File: config.mk
export PLATFORM = sky130hd
export DESIGN_NAME = lsd_fault_supervisor
export DESIGN_NICKNAME = d
export VERILOG_FILES = /design/src/rtl/lsd_pkg.sv /design/src/rtl/lsd_oc_qual.sv /design/src/rtl/lsd_thermal_retry.sv /design/src/rtl/lsd_diag_filter.sv /design/src/rtl/lsd_fault_supervisor.sv
export SDC_FILE = /design/constraint.sdc
export NUM_CORES = 1
export LEC_CHECK = 0
export ABC_CLOCK_PERIOD_IN_PS = 3200
export BUFFER_PORTS_ARGS = -buffer_cell sky130_fd_sc_hd__buf_2
export CAP_MARGIN = 0
export CORE_MARGIN = 2
export CORE_UTILIZATION = 35
export CTS_CLUSTER_DIAMETER = 120
export DETAILED_ROUTE_END_ITERATION = 8
export GPL_TIMING_DRIVEN = 0
export SYNTH_ARGS = -nofsm -noshare
export SYNTH_HDL_FRONTEND = slang
export SYNTH_HIERARCHICAL = 1
export SYNTH_SLANG_ARGS = --single-unit
File: constraint.sdc
create_clock -name clk -period 3.2 [get_ports clk]
set_input_delay 0.32 -clock clk [delete_from_list [all_inputs] [get_ports clk]]
set_output_delay 0.32 -clock clk [all_outputs]
set_load 0.01 [all_outputs]
File: src/rtl/lsd_pkg.sv
package lsd_pkg;
  localparam int unsigned FLT_OC  = 0;
  localparam int unsigned FLT_OT  = 1;
  localparam int unsigned FLT_OL  = 2;
  localparam int unsigned FLT_SG  = 3;
  localparam int unsigned FLT_NUM = 4;

  typedef enum logic {TH_RUN = 1'b0, TH_COOL = 1'b1} th_state_e;

  // bits needed to count 0 .. n-1 (at least one)
  function automatic int unsigned cnt_w(input int unsigned n);
    return (n < 2) ? 1 : $clog2(n);
  endfunction

  // bits needed to hold 0 .. n
  function automatic int unsigned val_w(input int unsigned n);
    return cnt_w(n + 1);
  endfunction
endpackage

File: src/rtl/lsd_oc_qual.sv
module lsd_oc_qual #(
  parameter int unsigned OC_DEB = 4
) (
  input  logic clk,
  input  logic rst_n,
  input  logic clr,
  input  logic gate_on,
  input  logic oc_flag,
  output logic oc_trip
);
  localparam int unsigned W = lsd_pkg::cnt_w(OC_DEB);
  localparam logic [W-1:0] LAST = W'(OC_DEB - 1);

  logic [W-1:0] run_q;
  logic         oc_live;

  assign oc_live = gate_on & oc_flag;
  assign oc_trip = oc_live & (run_q == LAST);

  always_ff @(posedge clk or negedge rst_n) begin
    if (!rst_n)                 run_q <= '0;
    else if (clr || !oc_live)   run_q <= '0;
    else if (oc_trip)           run_q <= '0;
    else                        run_q <= run_q + 1'b1;
  end

  if (OC_DEB > 1) begin : g_deb_chk
    p_trip_needs_run_r2: assert property (@(posedge clk) disable iff (!rst_n)
      oc_trip |-> ($past(oc_flag) && $past(gate_on)));
  end
endmodule

File: src/rtl/lsd_thermal_retry.sv
module lsd_thermal_retry #(
  parameter int unsigned MAX_RETRY = 3,
  parameter int unsigned COOL_CNT  = 8,
  parameter int unsigned GOOD_RUN  = 16
) (
  input  logic clk,
  input  logic rst_n,
  input  logic clr,
  input  logic gate_on,
  input  logic ot_flag,
  input  logic oc_flag,
  output logic th_block,
  output logic ot_trip,
  output logic latch_req
);
  import lsd_pkg::*;
  localparam int unsigned CW = cnt_w(COOL_CNT);
  localparam int unsigned GW = cnt_w(GOOD_RUN);
  localparam int unsigned RW = val_w(MAX_RETRY);
  localparam logic [CW-1:0] COOL_LAST = CW'(COOL_CNT - 1);
  localparam logic [GW-1:0] GOOD_LAST = GW'(GOOD_RUN - 1);
  localparam logic [RW-1:0] RETRY_MAX = RW'(MAX_RETRY);

  th_state_e     state_q;
  logic [CW-1:0] cool_q;
  logic [GW-1:0] good_q;
  logic [RW-1:0] retry_q;
  logic          good_ok, good_done, cool_done;

  assign ot_trip   = gate_on & ot_flag;
  assign latch_req = ot_trip & (retry_q == RETRY_MAX);
  assign th_block  = (state_q == TH_COOL);
  assign good_ok   = gate_on & ~ot_flag & ~oc_flag;
  assign good_done = good_ok & (good_q == GOOD_LAST);
  assign cool_done = th_block & ~ot_flag & (cool_q == COOL_LAST);

  always_ff @(posedge clk or negedge rst_n) begin
    if (!rst_n) begin
      state_q <= TH_RUN; cool_q <= '0; good_q <= '0; retry_q <= '0;
    end else if (clr) begin
      state_q <= TH_RUN; cool_q <= '0; good_q <= '0; retry_q <= '0;
    end else if (state_q == TH_RUN) begin
      cool_q <= '0;
      if (ot_trip) begin
        good_q <= '0;
        if (!latch_req) begin
          state_q <= TH_COOL;
          retry_q <= retry_q + 1'b1;
        end
      end else if (good_done) begin
        good_q  <= '0;
        retry_q <= '0;
      end else if (good_ok) begin
        good_q  <= good_q + 1'b1;
      end else begin
        good_q  <= '0;
      end
    end else begin
      good_q <= '0;
      if (ot_flag)        cool_q <= '0;
      else if (cool_done) begin
        cool_q  <= '0;
        state_q <= TH_RUN;
      end else            cool_q <= cool_q + 1'b1;
    end
  end

  p_restart_after_cool_r5: assert property (@(posedge clk) disable iff (!rst_n)
    $fell(th_block) |-> !$past(ot_flag));
  p_retry_bound_r6: assert property (@(posedge clk) disable iff (!rst_n)
    retry_q <= RETRY_MAX);
  p_good_refills_r7: assert property (@(posedge clk) disable iff (!rst_n)
    (good_done && !clr) |=> (retry_q == '0));
endmodule

File: src/rtl/lsd_diag_filter.sv
module lsd_diag_filter (
  input  logic clk,
  input  logic rst_n,
  input  logic clr,
  input  logic drive_cmd,
  input  logic flag,
  output logic hit
);
  logic seen_q;
  logic sample;

  assign sample = ~drive_cmd & flag;
  assign hit    = sample & seen_q;

  always_ff @(posedge clk or negedge rst_n) begin
    if (!rst_n)   seen_q <= 1'b0;
    else if (clr) seen_q <= 1'b0;
    else          seen_q <= sample;
  end

  p_two_samples_r8: assert property (@(posedge clk) disable iff (!rst_n)
    hit |-> ($past(flag) && !$past(drive_cmd)));
endmodule

File: src/rtl/lsd_fault_supervisor.sv
module lsd_fault_supervisor #(
  parameter int unsigned OC_DEB    = 4,
  parameter int unsigned COOL_CNT  = 8,
  parameter int unsigned GOOD_RUN  = 16,
  parameter int unsigned MAX_RETRY = 3
) (
  input  logic       clk,
  input  logic       rst_n,
  input  logic       drive_cmd,
  input  logic       oc_flag,
  input  logic       ot_flag,
  input  logic       ol_flag,
  input  logic       sg_flag,
  input  logic       host_clear,
  output logic       gate_en,
  output logic [3:0] fault_status,
  output logic       latched_off
);
  import lsd_pkg::*;

  logic               latch_q;
  logic [FLT_NUM-1:0] status_q;
  logic [FLT_NUM-1:0] set_v;
  logic               th_block, ot_trip, th_latch_req, oc_trip;
  logic [1:0]         diag_flag, diag_hit;

  assign gate_en = rst_n & drive_cmd & ~latch_q & ~th_block;

  lsd_oc_qual #(.OC_DEB(OC_DEB)) i_oc (
    .clk(clk), .rst_n(rst_n), .clr(host_clear),
    .gate_on(gate_en), .oc_flag(oc_flag), .oc_trip(oc_trip));

  lsd_thermal_retry #(.MAX_RETRY(MAX_RETRY), .COOL_CNT(COOL_CNT), .GOOD_RUN(GOOD_RUN)) i_th (
    .clk(clk), .rst_n(rst_n), .clr(host_clear), .gate_on(gate_en),
    .ot_flag(ot_flag), .oc_flag(oc_flag), .th_block(th_block),
    .ot_trip(ot_trip), .latch_req(th_latch_req));

  assign diag_flag = {sg_flag, ol_flag};
  for (genvar d = 0; d < 2; d++) begin : g_diag
    lsd_diag_filter i_diag (
      .clk(clk), .rst_n(rst_n), .clr(host_clear), .drive_cmd(drive_cmd),
      .flag(diag_flag[d]), .hit(diag_hit[d]));
  end

  always_comb begin
    set_v         = '0;
    set_v[FLT_OC] = oc_trip;
    set_v[FLT_OT] = ot_trip;
    set_v[FLT_OL] = diag_hit[0];
    set_v[FLT_SG] = diag_hit[1];
  end

  always_ff @(posedge clk or negedge rst_n) begin
    if (!rst_n) begin
      status_q <= '0;
      latch_q  <= 1'b0;
    end else if (host_clear) begin
      status_q <= '0;
      latch_q  <= 1'b0;
    end else begin
      status_q <= status_q | set_v;
      latch_q  <= latch_q | oc_trip | th_latch_req;
    end
  end

  assign fault_status = status_q;
  assign latched_off  = latch_q;

  p_oc_latches_r2: assert property (@(posedge clk) disable iff (!rst_n)
    (oc_trip && !host_clear) |=> (latched_off && fault_status[FLT_OC]));
  p_ot_blocks_r4: assert property (@(posedge clk) disable iff (!rst_n)
    (ot_trip && !host_clear) |=> (!gate_en && fault_status[FLT_OT]));
  p_latch_holds_r9: assert property (@(posedge clk) disable iff (!rst_n)
    (latched_off && !host_clear) |=> latched_off);
  p_clear_wins_r10: assert property (@(posedge clk) disable iff (!rst_n)
    host_clear |=> (fault_status == '0 && !latched_off));
endmodule

Word-level counts from Yosys, hierarchy flattened
Index checks and enable logic that the tools add are counted.
{"block": "word_totals", "reg_bits": 19, "latch_bits": 0, "ram_bits": 0, "mem_bits_ro": 0, "output_inout_bits": 6, "word_cells": 73, "mem_count": 0}
{"block": "classes", "add_sub_neg": 4, "mul": 0, "div_mod_pow": 0, "order_cmp": 0, "n_eq_ne": 6, "shifts": 0, "muxes": 26, "n_bitwise": 24, "reduce_logical": 4}
{"cell": "$mux W4", "n": 6}
{"cell": "$and A1 B1 Y1", "n": 16}
{"cell": "$mux W2", "n": 7}
{"cell": "$mux W3", "n": 4}
{"cell": "$mux W1", "n": 9}
{"cell": "$not A1 Y1", "n": 5}
{"cell": "$add A2 B1 Y2 const B", "n": 2}
{"cell": "$add A4 B1 Y4 const B", "n": 1}
{"cell": "$eq A2 B2 Y1 const B", "n": 2}
{"cell": "$eq A4 B4 Y1 const B", "n": 1}
{"cell": "$or A4 B4 Y4", "n": 1}
{"cell": "$add A3 B1 Y3 const B", "n": 1}
{"cell": "$eq A3 B3 Y1 const B", "n": 1}
{"cell": "$ne A3 B3 Y1 const B", "n": 1}
{"cell": "$reduce_and A3 Y1", "n": 1}
{"cell": "$reduce_bool A3 Y1", "n": 1}
{"cell": "$ne A2 B2 Y1 const B", "n": 1}
{"cell": "$or A1 B1 Y1", "n": 2}
{"cell": "$logic_not A1 Y1", "n": 1}
{"cell": "$logic_or A1 B1 Y1", "n": 1}

Logic depth before layout (Yosys ltp)
Gate-level depths: netlist (run 1).
{"block": "depth", "word_depth": 10, "ltp_mapped": 6}

By module
The synthesis (run 1) kept the hierarchy.
{"module": "lsd_thermal_retry", "n_inst": 1, "cells_each": 49, "area_each_um2": 536.8}
{"module": "lsd_fault_supervisor", "n_inst": 1, "cells_each": 17, "area_each_um2": 172.7}
{"module": "lsd_oc_qual", "n_inst": 1, "cells_each": 7, "area_each_um2": 98.8}
{"module": "lsd_diag_filter", "n_inst": 2, "cells_each": 3, "area_each_um2": 46.3}

Worst setup path before layout (run 1)
OpenSTA, ideal clock, no wires.
{"block": "synth_path", "kind": "reg-to-reg", "startpoint": "register latch_q, in the netlist latched_off", "endpoint": "register i_th.retry_q[0]", "t_arrival_ns": 1.690, "t_required_ns": 3.121, "path_slack_ns": 1.431, "path_stages_with_launch": 5, "period_less_slack_ns": 1.769, "cell_sequence": "dfrtp_1 -> nor3_1 -> nand2b_2 -> nor4b_2 -> a2bb2oi_1"}
{"block": "synth_between", "elab_chain_cells": 8}
{"item": "start, declared", "line": "lsd_fault_supervisor.sv:21", "rtl": "logic latch_q;"}
{"item": "start signal, assigned", "line": "lsd_fault_supervisor.sv:62", "rtl": "latch_q <= latch_q | oc_trip | th_latch_req;"}
{"item": "$not A1 Y1 *", "line": "lsd_fault_supervisor.sv:27", "rtl": "assign gate_en = rst_n & drive_cmd & ~latch_q & ~th_block;"}
{"item": "$and A1 B1 Y1 * (2 in a row)", "line": "lsd_fault_supervisor.sv:27"}
{"item": "via gate_en", "line": "lsd_fault_supervisor.sv:15", "rtl": "output logic gate_en,"}
{"item": "$and A1 B1 Y1 (2 in a row)", "line": "lsd_thermal_retry.sv:33", "rtl": "assign good_ok = gate_on & ~ot_flag & ~oc_flag;"}
{"item": "$and A1 B1 Y1", "line": "lsd_thermal_retry.sv:34", "rtl": "assign good_done = good_ok & (good_q == GOOD_LAST);"}
{"item": "$reduce_bool A3 Y1 (no source line)"}
{"item": "$reduce_and A3 Y1 (no source line)"}
{"item": "end signal, assigned", "line": "lsd_thermal_retry.sv:48", "rtl": "retry_q <= retry_q + 1'b1;"}
{"item": "end, declared", "line": "lsd_thermal_retry.sv:27", "rtl": "logic [RW-1:0] retry_q;"}
Mark *: on every way through the listed nets, which the timed path passes. The rest lies on a longest branch. The select of a mux whose other input is x is not followed.
A chain may end at the register's enable or synchronous reset.

Final worst setup path (run 1)
{"block": "layout_path", "startpoint": "input port rst_n", "endpoint": "output port gate_en"}
{"block": "layout_between", "elab_chain_cells": 3}
{"item": "start, declared", "line": "lsd_fault_supervisor.sv:8", "rtl": "input logic rst_n,"}
{"item": "$and A1 B1 Y1 (3 in a row)", "line": "lsd_fault_supervisor.sv:27"}
{"item": "end, declared", "line": "lsd_fault_supervisor.sv:15"}
Every way passes these cells.

==> results_dict.tcl, run 1 <==
set metrics [dict create \
    route.met2.wl_um 700 \
    worst-setup-path-type "in -> out" \
    die_height_um 54.7 \
    hpwl_um 1080 \
    grt_pass1_wl_um 2430 \
    cts_root_buffer "clkbuf_4" \
    seqCellArea_um2 475 \
    outcome "completed" \
    ys_warn_count 6 \
    nets 110 \
    ys_types 31 \
    cts_sinks 19 \
    dieWidth_um 54.7 \
    routed_via_density 4.91 \
    clk_pin_slew_ps 100 \
    worstMarginPinSlew_ps 816 \
    synth-seq-cells 19 \
    die_area_um2 3000 \
    syn-num-nets 92 \
    cts_repair_resize_count 0 \
    routedWlPerCell_um 11.6 \
    setup_viol 0 \
    grt_pass1_vias 563 \
    clk_latency_ps 290 \
    wl_met1_um 696 \
    row_count 18 \
    cp.arrival_ps 2230 \
    grt_max_degree 21 \
    synth_top_area_share_pct 52.8 \
    synthMuxAreaShare_pct 1.67 \
    max-cap-violations 0 \
    ir_worst_vdd_mv 0.324 \
    hold_viol_final 0 \
    rsz0062_at_grt "false" \
    clock_skew_ps 1.18 \
    stdcell_count 126 \
    drive_above_1_share_pct 27.1 \
    cts_max_path_buffers 2 \
    synth_xor_area_share_pct 1.94 \
    rr_startpoint "latched_off$_DFF_PN0_" \
    grt-ovfl-total 0 \
    crit_fanout 20 \
    initial_core_util_pct 36.7 \
    drt_wl_total_um 1460 \
    fill_cells 248 \
    setup.worst_path.end_class "output port" \
    min_period_ps 2550 \
    multi_input_area_um2 395 \
    synth.yosys.seq_area_share_pct 52.8 \
    start_kind "input pin" \
    num_vias 619 \
    synth-compound-area-share_pct 6.39 \
    synthTopCellsByArea "dfrtp_1 53%, ha_1 6.9%, nor2_1 5.4%, nor3b_2 4.2%, and3b_1 1.9%" \
    cts_buffers 3 \
    syn2layout_area_growth_pct 15.0 \
    initialDrtViolationCount 5 \
    place_inst 121 \
    syn_area_per_cell_um2 11.4 \
    p_leak_uw 0.000517 \
    synthSimpleGateAreaFrac_pct 26.9 \
    syn_area_um2 901 \
    synth_area_leader_cell "dfrtp_1" \
    cts_setup_buffers 0 \
    htree_levels 1 \
    required_ps 2880 \
    first_pass_iters 2 \
    relSlewSlack_pct 45.2 \
    antenna_found_initial 0 \
    synthAdderAreaFrac_pct 6.94 \
    synthCells 79 \
    crit_start "rst_n" \
    p_total_uw 427 \
    core_area_um2 2450 \
    ant_nets 0 \
    synth_top_family_by_area "simple AND/OR/NAND/NOR gates" \
    io_pins 14 \
    port_buffers 12 \
    max_freq_ghz 0.393 \
    cts_tree "yes" \
    route.detailed.drc 0 \
    antenna-diode-count 0 \
    drv_slew 0 \
    min_path_type "in -> reg" \
    wl_met3_um 47 \
    fin_crit_sh_pct 79.6 \
    hold_path_startpoint "drive_cmd" \
    postCtsHoldBufs 1 \
    whs_ps 240 \
    setup_tns_ps 0 \
    top_layer "met4" \
    powerDensity_nw_per_um2 412 \
    gp_congestion 0.716 \
    gr-usage-all-layers_pct 11.9 \
]
==> cell usage after synthesis <==
library cell,number
nor4_1,1
nor4b_2,1
nand3b_1,1
buf_6,1
mux2_4,1
a211oi_2,1
xnor2_1,1
nor3b_2,3
ha_1,5
nor3_1,2
xor2_1,1
clkbuf_1,1
nand3_1,2
dfrtp_1,19
and3_2,1
inv_1,4
a2bb2oi_1,1
nor2_1,13
nand2_1,4
o2bb2ai_1,1
and3_1,1
nor4b_1,2
a21boi_0,1
nand2b_2,1
nand4b_1,1
o21ai_0,2
a21oi_1,2
nand2b_1,1
nor4_2,1
and3b_1,2
nor3b_1,1
==> through the flow <==
step                      setup WS [ps]  util, %  area, um^2
after global routing                472     42.2        1040
after global placement              962     40.7         998
after detailed placement            918     40.7         998
final                               653     42.2        1040
after floorplan                    1430        -         901
after CTS                           628     42.2        1040
==> cell families (layout without fill, tap and decap cells) <==
logic type / Yosys count / count (layout)
adders and majority gates: 5 / 5
AOI/OAI and AO/OA: 8 / 8
muxes: 1 / 1
DFF: 19 / 19
and+or+nand+nor: 38 / 38
buffers and inverters: 6 / 23
xor gates and xnor gates: 2 / 2
==> layout by cell type, fill, tap and decap left out, types with 2 or more instances in the layout <==
cell type	n
ha_1	5
nor3b_2	3
a21oi_1	2
clkbuf_4	3
nand2_1	4
nor3_1	2
inv_1	4
nor2_1	13
and3b_1	2
nor4b_1	2
buf_2	12
nand3_1	2
o21ai_0	2
dfrtp_1	19
==> registers in the layout, summed over array words and instances (netlist names) <==
name,cells
fault_status,4
i_th/good_q,4
i_th/cool_q,3
g_diag.i_diag/seen_q,2
i_oc/run_q,2
i_th/retry_q,2
i_th/th_block,1
latched_off,1
==> worst max-delay path: stages <==
cell	delay (ps)
dlygate4sd3_1	520
buf_2	390
nand2_1	100
nor3_1	640
buf_2	260
==> area by class of cell <==
type | count | share of cell area [%]
Multi-Input combinational cell | 54 | 38.2
Tap cell | 30 | 3.62
Buffer | 2 | 1.45
Clock inverter | 1 | 0.483
Timing Repair Buffer | 13 | 6.76
Sequential cell | 19 | 45.9
Clock buffer | 3 | 2.17
Inverter | 4 | 1.45
==> worst paths after layout <==
kind / end / slack, ps / cells after the start
max: gate_en / 650 / 5
min: g_diag[1].i_diag/seen_q$_DFF_PN0_ / 240 / 2
max reg2reg: i_th/retry_q[0]$_DFFE_PN0P_ / 1280 / 4
min reg2reg: i_th/cool_q[0]$_DFF_PN0_ / 450 / 1
max in group asynchronous: i_th/good_q[2]$_DFF_PN0_ / 2400 / 2
min in group asynchronous: fault_status[0]$_DFF_PN0_ / 490 / 2
==> power by group <==
group / internal [uW] / switching, uW / leakage, uW / total, uW
Clock: 46.5 / 71.4 / 0.0000177 / 118
Combinational: 23.8 / 28.2 / 0.000238 / 52.0
Sequential: 250 / 6.99 / 0.000261 / 257
==> per-layer routing <==
layer	track usage, %	up-vias
li1	-	309
met1	14.5	302
met2	18.8	6
met3	1.64	2
met4	8.75	0
met5	0	-
(Power assumes the default switching activity.)
==> run 2: changes to the inputs <==
- ABC_CLOCK_PERIOD_IN_PS: 3200 -> 2250
- clock period: 3.2 -> 2.25 ns (I/O delays scaled with it)
==> results_dict.tcl, run 2 (synthesized netlist as in run 1, its figures left out) <==
set metrics [dict create \
    grt_pass1_vias 574 \
    hpwl_um 1080 \
    die_height_um 54.7 \
    worstPathCellList "nor3_1 -> nand2b_2 -> nor4b_2 -> a2bb2oi_1" \
    cts_max_path_buffers 2 \
    max-cap-violations 0 \
    min_period_ps 1920 \
    first_pass_iters 2 \
    p_leak_uw 0.000517 \
    holdPathStages 2 \
    dieWidth_um 54.7 \
    rr_endpoint "i_th/retry_q[0]$_DFFE_PN0P_" \
    stdcell_count 126 \
    grt-ovfl-total 0 \
    io_pins 14 \
    required_ps 2460 \
    gr-usage-all-layers_pct 12.0 \
    cts_root_buffer "clkbuf_4" \
    cts_repair_resize_count 0 \
    routedWlPerCell_um 11.7 \
    grt_max_degree 20 \
    htree_levels 1 \
    cts_tree "yes" \
    drt_wl_total_um 1470 \
    rsz0062_at_grt "false" \
    die_area_um2 3000 \
    row_count 18 \
    initial_core_util_pct 36.7 \
    setup_viol 0 \
    rr_startpoint "latched_off$_DFF_PN0_" \
    cts_setup_buffers 0 \
    outcome "completed" \
    port_buffers 12 \
    grt_pass1_wl_um 2460 \
    hold_path_startpoint "drive_cmd" \
    final_common_cell "dfrtp_1" \
    initialDrtViolationCount 8 \
    rrSetupSlack_ps 330 \
    min_path_type "in -> reg" \
    seqCellArea_um2 475 \
    powerDensity_nw_per_um2 586 \
    antenna_found_initial 0 \
    crit_fanout 8 \
    multi_input_area_um2 395 \
    postCtsHoldBufs 1 \
    gp_congestion 0.716 \
    ant_nets 0 \
    num_vias 618 \
    clock_skew_ps 1.22 \
    whs_endpoint "g_diag[1].i_diag/seen_q$_DFF_PN0_" \
    clk_latency_ps 290 \
    slowest_delay_ps 680 \
    ff2ff_path_depth 4 \
    antenna-diode-count 0 \
    core_area_um2 2450 \
    worstMarginPinSlew_ps 851 \
    fin_util_pct 42.2 \
    worst-setup-path-type "reg -> reg" \
    fill_cells 247 \
    nets 110 \
    cp.arrival_ps 2130 \
    slowest_stage "nor3_1" \
    start_kind "flip-flop" \
    route.detailed.drc 0 \
    final_cell_mix "19 x dfrtp_1, 13 x nor2_1, 12 x buf_2" \
    routed_via_density 4.90 \
    hold_viol_final 0 \
    clk_pin_slew_ps 100 \
    setup.worst_path.end_class "flip-flop" \
    place_inst 121 \
    fin_crit_sh_pct 85.3 \
    syn2layout_area_growth_pct 15.0 \
    drv_slew 0 \
    ir_worst_vdd_mv 0.462 \
    cts_sinks 19 \
    max_freq_ghz 0.521 \
    setup_tns_ps 0 \
    cts_buffers 3 \
    relSlewSlack_pct 43.0 \
    drive_above_1_share_pct 27.1 \
]
run 2: cell counts in the layout (fill, tap and decap cells not counted):
No cell type changed its count.
run 2: worst max-delay path: cells and delay by family (launching register included):
kind	cells	cell delay (ps)
AND/OR/NAND/NOR	3	1230
flip-flops	1	410
AO/OA/AOI/OAI	1	210
run 2: how the worst max path moves through the flow:
| stage | from | endpoint | slack (ps) | cells past startpoint |
|---|---|---|---|---|
| CTS | latched_off$_DFF_PN0_ | i_th/retry_q[0]$_DFFE_PN0P_ | 330 | 4 |
| global route | i_th/th_block$_DFF_PN0_ | i_th/retry_q[0]$_DFFE_PN0P_ | 220 | 4 |
| finish | latched_off$_DFF_PN0_ | i_th/retry_q[0]$_DFFE_PN0P_ | 330 | 4 |
| global placement | rst_n | i_th/retry_q[0]$_DFFE_PN0P_ | 110 | 6 |
| detailed placement | rst_n | i_th/retry_q[0]$_DFFE_PN0P_ | 60 | 6 |
| floorplan | latched_off$_DFF_PN0_ | i_th/retry_q[0]$_DFFE_PN0P_ | 480 | 4 |
run 2: where the power goes:
group	total [uW]	switching, uW	internal, uW
Sequential	366	10.1	356
Combinational	73.3	39.8	33.6
Clock	168	102	66.1
Total	607	151	456
run 2: layer usage:
metal  GRT usage [%]  up-vias  share of wire (%)
li1                -      309                  -
met1            14.7      301                 47
met2            19.2        6                 48
met3            1.64        2                3.2
met4            8.75        0                1.3
met5               0        -                  0
run 2: stage by stage:
| step | hold slack (ps) | area [um^2] | power (uW) | setup slack (ps) |
|---|---|---|---|---|
| after floorplan | -70.6 | 901 | 416 | 481 |
| after global placement | 186 | 998 | 442 | 107 |
| final | 145 | 1040 | 607 | 331 |
| after detailed placement | 191 | 998 | 446 | 62.6 |
| after global routing | 153 | 1040 | 641 | 216 |
| after CTS | 146 | 1040 | 617 | 331 |
run 2: layout make-up:
cell class	instances	share of cell area, %
Buffer	2	1.45
Clock buffer	3	2.17
Clock inverter	1	0.483
Inverter	4	1.45
Multi-Input combinational cell	54	38.2
Sequential cell	19	45.9
Tap cell	30	3.62
Timing Repair Buffer	13	6.76
